$ cat src/rtl/crc5_pkg.sv
package crc5_pkg;
    typedef enum logic [1:0] {
        ST_RUN   = 2'd0,
        ST_DRAIN = 2'd1,
        ST_SPENT = 2'd2
    } state_e;

    typedef enum logic [1:0] {
        OP_HOLD  = 2'd0,
        OP_LOAD  = 2'd1,
        OP_STEP  = 2'd2,
        OP_SHIFT = 2'd3
    } reg_op_e;
endpackage

$ cat src/rtl/crc5_step.sv
// One division step: feedback = msb ^ din, shift left, conditional tap XOR.
module crc5_step #(
    parameter int          W    = 5,
    parameter logic [W-1:0] POLY = 5'b01001
) (
    input  logic [W-1:0] cur,
    input  logic         din,
    output logic [W-1:0] nxt
);
    logic fb;
    assign fb = cur[W-1] ^ din;

    for (genvar i = 0; i < W; i++) begin : g_bit
        if (i == 0) begin : g_lsb
            assign nxt[i] = fb & POLY[i];
        end else begin : g_up
            assign nxt[i] = cur[i-1] ^ (fb & POLY[i]);
        end
    end
endmodule

$ cat src/rtl/crc5_ctrl.sv
// Mode controller: accumulate, drain, spent.
module crc5_ctrl
    import crc5_pkg::*;
#(
    parameter int W = 5
) (
    input  logic    clk,
    input  logic    rst,
    input  logic    init_i,
    input  logic    bit_valid_i,
    input  logic    shout_req_i,
    output reg_op_e op_o,
    output logic    shift_active_o,
    output state_e  state_o
);
    localparam int CNT_W = $clog2(W + 1);

    state_e            state_q, state_d;
    logic [CNT_W-1:0]  cnt_q, cnt_d;

    // state register
    always_ff @(posedge clk) begin
        if (rst) begin
            state_q <= ST_RUN;
            cnt_q   <= '0;
        end else begin
            state_q <= state_d;
            cnt_q   <= cnt_d;
        end
    end

    // next state
    always_comb begin
        state_d = state_q;
        cnt_d   = cnt_q;
        if (init_i) begin
            state_d = ST_RUN;
            cnt_d   = '0;
        end else begin
            unique case (state_q)
                ST_RUN: begin
                    if (shout_req_i) begin
                        cnt_d   = CNT_W'(1);
                        state_d = (W == 1) ? ST_SPENT : ST_DRAIN;
                    end
                end
                ST_DRAIN: begin
                    if (shout_req_i) begin
                        cnt_d = cnt_q + CNT_W'(1);
                        if (cnt_q == CNT_W'(W - 1)) begin
                            state_d = ST_SPENT;
                        end
                    end
                end
                ST_SPENT: begin
                    state_d = ST_SPENT;
                end
                default: begin
                    state_d = ST_RUN;
                    cnt_d   = '0;
                end
            endcase
        end
    end

    // outputs
    always_comb begin
        op_o           = OP_HOLD;
        shift_active_o = 1'b0;
        if (init_i) begin
            op_o = OP_LOAD;
        end else begin
            unique case (state_q)
                ST_RUN: begin
                    if (shout_req_i) begin
                        op_o           = OP_SHIFT;
                        shift_active_o = 1'b1;
                    end else if (bit_valid_i) begin
                        op_o = OP_STEP;
                    end
                end
                ST_DRAIN: begin
                    if (shout_req_i) begin
                        op_o           = OP_SHIFT;
                        shift_active_o = 1'b1;
                    end
                end
                ST_SPENT: op_o = OP_HOLD;
                default:  op_o = OP_HOLD;
            endcase
        end
    end

    assign state_o = state_q;
endmodule

$ cat src/rtl/crc5_rem_reg.sv
// Remainder register with load / step / shift / hold.
module crc5_rem_reg
    import crc5_pkg::*;
#(
    parameter int           W      = 5,
    parameter logic [W-1:0] PRESET = 5'b01001
) (
    input  logic         clk,
    input  logic         rst,
    input  reg_op_e      op_i,
    input  logic [W-1:0] step_nxt_i,
    output logic [W-1:0] rem_o
);
    logic [W-1:0] rem_q;

    always_ff @(posedge clk) begin
        if (rst) begin
            rem_q <= PRESET;
        end else begin
            unique case (op_i)
                OP_LOAD:  rem_q <= PRESET;
                OP_STEP:  rem_q <= step_nxt_i;
                OP_SHIFT: rem_q <= {rem_q[W-2:0], 1'b0};
                OP_HOLD:  rem_q <= rem_q;
                default:  rem_q <= rem_q;
            endcase
        end
    end

    assign rem_o = rem_q;
endmodule

$ cat src/rtl/crc5_serial_engine.sv
module crc5_serial_engine
    import crc5_pkg::*;
#(
    parameter int           W      = 5,
    parameter logic [W-1:0] POLY   = 5'b01001,
    parameter logic [W-1:0] PRESET = 5'b01001
) (
    input  logic         clk,
    input  logic         rst,
    input  logic         init_i,
    input  logic         bit_valid_i,
    input  logic         bit_i,
    input  logic         shout_req_i,
    output logic         crc_bit_o,
    output logic [W-1:0] crc_o,
    output logic         residue_ok_o
);
    reg_op_e      op;
    logic         shift_active;
    state_e       state_q;
    logic [W-1:0] rem;
    logic [W-1:0] step_nxt;

    crc5_ctrl #(.W(W)) ctrl_i (
        .clk            (clk),
        .rst            (rst),
        .init_i         (init_i),
        .bit_valid_i    (bit_valid_i),
        .shout_req_i    (shout_req_i),
        .op_o           (op),
        .shift_active_o (shift_active),
        .state_o        (state_q)
    );

    crc5_step #(.W(W), .POLY(POLY)) step_i (
        .cur (rem),
        .din (bit_i),
        .nxt (step_nxt)
    );

    crc5_rem_reg #(.W(W), .PRESET(PRESET)) rem_i (
        .clk        (clk),
        .rst        (rst),
        .op_i       (op),
        .step_nxt_i (step_nxt),
        .rem_o      (rem)
    );

    assign crc_o        = rem;
    assign crc_bit_o    = shift_active & rem[W-1];
    assign residue_ok_o = (rem == '0);
endmodule

$ cat config.mk
export PLATFORM = sky130hd
export DESIGN_NAME = crc5_serial_engine
export DESIGN_NICKNAME = d
export VERILOG_FILES = /design/src/rtl/crc5_pkg.sv /design/src/rtl/crc5_step.sv /design/src/rtl/crc5_ctrl.sv /design/src/rtl/crc5_rem_reg.sv /design/src/rtl/crc5_serial_engine.sv
export SDC_FILE = /design/constraint.sdc
export NUM_CORES = 1
export LEC_CHECK = 0
export ABC_AREA = 1
export BUFFER_PORTS_ARGS = -buffer_cell sky130_fd_sc_hd__buf_4
export CAP_MARGIN = 20
export CORE_AREA = 2 2 43 45
export CTS_CLUSTER_SIZE = 20
export DETAILED_ROUTE_END_ITERATION = 6
export DIE_AREA = 0 0 45 47
export PLACE_DENSITY = 0.66
export SLEW_MARGIN = 20
export SYNTH_ARGS = -nofsm -noshare
export SYNTH_HDL_FRONTEND = slang
export SYNTH_SLANG_ARGS = --single-unit
$ cat constraint.sdc
create_clock -name clk -period 1.9 [get_ports clk]
set_input_delay 0.19 -clock clk [delete_from_list [all_inputs] [get_ports clk]]
set_output_delay 0.19 -clock clk [all_outputs]
set_load 0.05 [all_outputs]
# Word level (Yosys, flattened, before mapping)
# Cells that the tools add are included.
[totals] regBits=10 input_bits=6
[op_classes] n_addsub=1 eq_ne=9 mux=16 n_bitwise=4 n_reduce_logical=7
[ops] op="$pmux W5 S3" count=1
[ops] op="$mux W2" count=7
[ops] op="$pmux W3 S3" count=1
[ops] op="$eq A2 B2 Y1 const B" count=3
[ops] op="$mux W3" count=2
[ops] op="$pmux W2 S3" count=1
[ops] op="$reduce_and A3 Y1" count=2
[ops] op="$logic_not A5 Y1" count=1
[ops] op="$eq A2 B1 Y1 const B" count=2
[ops] op="$logic_not A2 Y1" count=2
[ops] op="$ne A2 B2 Y1 const B" count=2
[ops] op="$pmux W2 S2" count=1
[ops] op="$reduce_or A2 Y1" count=2
[ops] op="$add A3 B1 Y3 const B" count=1
[ops] op="$eq A3 B3 Y1 const B" count=1
[ops] op="$mux W1" count=3
[ops] op="$ne A2 B1 Y1 const B" count=1
[ops] op="$xor A1 B1 Y1" count=2
[ops] op="$and A1 B1 Y1" count=1
[ops] op="$not A1 Y1" count=1

# Logic depth before layout (Yosys ltp)
[logic_depth] depth_word=6 mapped_depth=10 mapped_depth_nobuf=10

# Cells and area by module
# Synthesis repeated with hierarchy kept, for this count alone.
[hier_totals] hier_cells=118 hier_area_um2=721.9
[by_module_without_submodules] module="crc5_ctrl" instances=1 cells_per_inst=58 area_each_um2=367.9 seq_area_each_um2=100.1
[by_module_without_submodules] module="crc5_rem_reg" instances=1 cells_per_inst=36 area_each_um2=246.5 seq_area_each_um2=100.1
[by_module_without_submodules] module="crc5_step" instances=1 cells_per_inst=15 area_each_um2=73.8 seq_area_each_um2=0.0
[by_module_without_submodules] module="crc5_serial_engine" instances=1 cells_per_inst=9 area_each_um2=33.8 seq_area_each_um2=0.0

# Least setup slack after synthesis
# OpenSTA, ideal clock, no wires.
[synth_timing] kind="flip-flop to output port" start="register rem_i.rem_q[4] (netlist: rem_i.rem_o[4])" end="output port residue_ok_o" arrival_time_ns=2.132 setup_slack_ns=-0.422 stages_incl_launch_ff=4 cell_sequence="dfxtp_1 inv_1 nand2_1 nor4_1"
[synth_between] elab_chain_cells=1
[synth_rtl] item="from (decl)" line="crc5_rem_reg.sv:14" rtl="logic [W-1:0] rem_q;"
[synth_rtl] item="from (signal assigned)" line="crc5_rem_reg.sv:22" rtl="OP_STEP: rem_q <= step_nxt_i;"
[synth_rtl] item="from (signal assigned)" line="crc5_rem_reg.sv:23" rtl="OP_SHIFT: rem_q <= {rem_q[W-2:0], 1'b0};"
[synth_rtl] item="from (signal assigned)" line="crc5_rem_reg.sv:24" rtl="OP_HOLD: rem_q <= rem_q;"
[synth_rtl] item="$logic_not A5 Y1" line="crc5_serial_engine.sv:51" rtl="assign residue_ok_o = (rem == '0);"
[synth_rtl] item="to (decl)" line="crc5_serial_engine.sv:16" rtl="output logic residue_ok_o"
# No other way between the ends.

# Worst setup path after layout
[layout_timing] start="register ctrl_i.state_q[1] (netlist: ctrl_i.state_o[1])" end="output port crc_bit_o"
[layout_between] elab_chain_cells=5 elab_cells_between_ends=6 cone_classes="1 x eq/ne; 2 x mux; 1 x bitwise; 2 x reduce/logical"
[layout_rtl] item="from (decl)" line="crc5_ctrl.sv:18" rtl="state_e state_q, state_d;"
[layout_rtl] item="from (signal assigned)" line="crc5_ctrl.sv:27" rtl="state_q <= state_d;"
[layout_rtl] item="$eq A2 B1 Y1 / $logic_not A2 Y1 (equally long branches)" line="crc5_ctrl.sv:73" rtl="unique case (state_q)"
[layout_rtl] item="$reduce_or A2 Y1 (no source line) *"
[layout_rtl] item="$mux W1 *"
[layout_rtl] item="$mux W1 *" line="crc5_ctrl.sv:70" rtl="if (init_i) begin"
[layout_rtl] item="$and A1 B1 Y1 *" line="crc5_serial_engine.sv:50" rtl="assign crc_bit_o = shift_active & rem[W-1];"
[layout_rtl] item="to (decl)" line="crc5_serial_engine.sv:14" rtl="output logic crc_bit_o,"
# Mark *: on every way between the ends. The rest lies on a longest branch, timed or not.

==> flow_summary.ini <==
[synthesis]
avgSynthCellArea_um2 = 7.040
synth-seq-area-share_pct = 31.25
yosys.area.top_type = dfxtp_1
ys_ff_latch = 10
async_reset_ff_share_pct = 0
synth-main-ff-cell = dfxtp_1
synth_warnings = 0
yosysTopAreaCellShare_pct = 31.25
synth_cell_types = 18
synth_edf_count = 0
synth_top_cells_by_area = dfxtp_1 (31%), nand2_1 (15%), ha_1 (12%)
synth_area_um2 = 640.6
syn_inst = 91
syn-num-nets = 103

[cts]
cts.sinks = 10
cts_made_buffers = 3
cts_tree = built
root_buffer = clkbuf_4
cts_max_level = 1
clk_latency_ns = 0.26
post-cts-setup-buffers = 0
cts_resized = 0
hold_buffers = 0
ctsLongestPathBuffers = 2
path_clk_slew_ns = 0.06

[worst_setup_path]
crit_chain = inv_1, ha_1, inv_2, nand2_4, nand3_1, nor2_1, buf_4
required_ns = 1.71
critical-path-top-delay-family = buffers and inverters
cp.arrival_ns = 1.52
startpoint_type = flip-flop
endpoint_kind = output port
critical_path.max_stage_delay_ns = 0.33
crit_type = flip-flop to output port
crit_fanout = 5
critPathBufInv = 3
critPathSlowestCell = dfxtp_1

[placed_design]
place_congestion = 0.8040
hpwl_um = 941.3
numPortBuffers = 12
dp_cells = 120
place_ws_ns = 0.4325

[floorplanning]
die_h_um = 47
num_rows = 15
fp.dieArea_um2 = 2115
initial_core_util_pct = 38.79
design.core.area_um2 = 1652
ios = 13
die_w_um = 45

[run_status]
status = finished, final reports clean

[drt]
wl_um = 1190
routed-via-count = 592
drt_iter0_markers = 15
wl_per_cell_um = 9.675
dr.pass1.iters = 4
drc = 0
viasPerCell = 4.813
ant_nets = 0

[sta]
tightest_slew_ns = 0.2921
setup_viol = 0
hold_viol = 0
drv_slew = 0
layout_min_cycle_time_ns = 1.708
fin_setup_tns_ns = 0
fin_worst_skew_ns = 0.001770
rsz0062_at_grt = no
clock.fmax_mhz = 585.6
period_share_pct = 89.87
relSlewSlack_pct = 80.46
fin_ws_ns = 0.1924

[global_route]
grt_pass1_vias = 491
grt_max_degree = 7
grt_remaining_overflow = 0
track_usage_pct = 13.54
antenna_found_initial = 0
grt_pass1_wl_um = 2035

[power_and_ir_drop]
p_leak_nw = 0.3536
p_total_mw = 0.5588
irDropWorstVdd_mv = 0.3491
power_density_nw_per_um2 = 715.8

[layout]
drive_above_1_share_pct = 24.53
n_antenna_cell = 0
area_growth_pct = 21.88
final_common_cell = nand2_1
fin_cells = 123
fin_nets = 120
final_cell_mix = nand2_1 (25), buf_4 (12), inv_1 (11), dfxtp_1 (10), a21oi_1 (9)
final.fill_count = 168

[worst_hold_path]
hold_path_class = input port to flip-flop

[flow_run]
maxCapViolations = 0
-- final timing paths --
check               startpoint         endpoint  slack (ns)  cells after the start
max reg2reg  ctrl_i.state_o[1]   rem_i.rem_o[0]        0.42                      8
min reg2reg    ctrl_i.cnt_q[2]  ctrl_i.cnt_q[2]        0.51                      2
min                        rst   rem_i.rem_o[4]        0.12                      2
max          ctrl_i.state_o[1]        crc_bit_o        0.19                      7
-- sequential cells by signal, summed over array words and instances, names as in the netlist --
signal	count
ctrl_i.state_o	2
rem_i.rem_o	5
ctrl_i.cnt_q	3
-- metrics by stage --
stage | cell area, um^2 | hold slack (ns) | util [%]
CTS | 780.7 | 0.1181 | 47.27
global placement | 758.2 | 0.3940 | 45.91
finish | 780.7 | 0.1223 | 47.27
detailed placement | 758.2 | 0.3955 | 45.91
floorplan | 646.9 | 0.2591 | -
global route | 780.7 | 0.1081 | 47.27
-- layout make-up --
type	count	area, um^2	share of cell area (%)
Multi-Input combinational cell	66	389.1	49.84
Tap cell	17	21.27	2.724
Clock buffer	3	22.52	2.885
Inverter	15	57.56	7.372
Timing Repair Buffer	12	90.09	11.54
Sequential cell	10	200.2	25.64
-- synthesized netlist by cell type, types with 2 or more instances --
cell	count
nand2_1	25
inv_1	11
dfxtp_1	10
a21oi_1	9
nand3_1	8
ha_1	6
o21ai_1	5
inv_2	3
nor2_1	3
nand2_2	2
o21ai_0	2
-- power breakdown --
part	total (mW)	internal, mW	leakage [nW]	switching, mW
Combinational	0.182	0.0613	0.258	0.120
Clock	0.138	0.0728	0.0138	0.0652
Sequential	0.239	0.224	0.0818	0.0148
Total	0.559	0.358	0.354	0.200
-- metal layers --
metal | share of wire [%] | global-route usage (%)
met1 | 50 | 18.69
met2 | 44 | 18.57
met3 | 4.5 | 3.462
met4 | 1.1 | 8.824
met5 | 0 | 0
-- kinds of logic (layout without fill, tap and decap cells) --
group | after synthesis | in the layout | share of synthesized area (%)
AOI/OAI and AO/OA | 18 | 18 | 16.41
adders and majority gates | 6 | 6 | 11.72
buffers and inverters | 15 | 30 | 8.984
DFF | 10 | 10 | 31.25
and+or+nand+nor | 42 | 42 | 31.64
No activity file was read; power rests on OpenSTA's default activity.
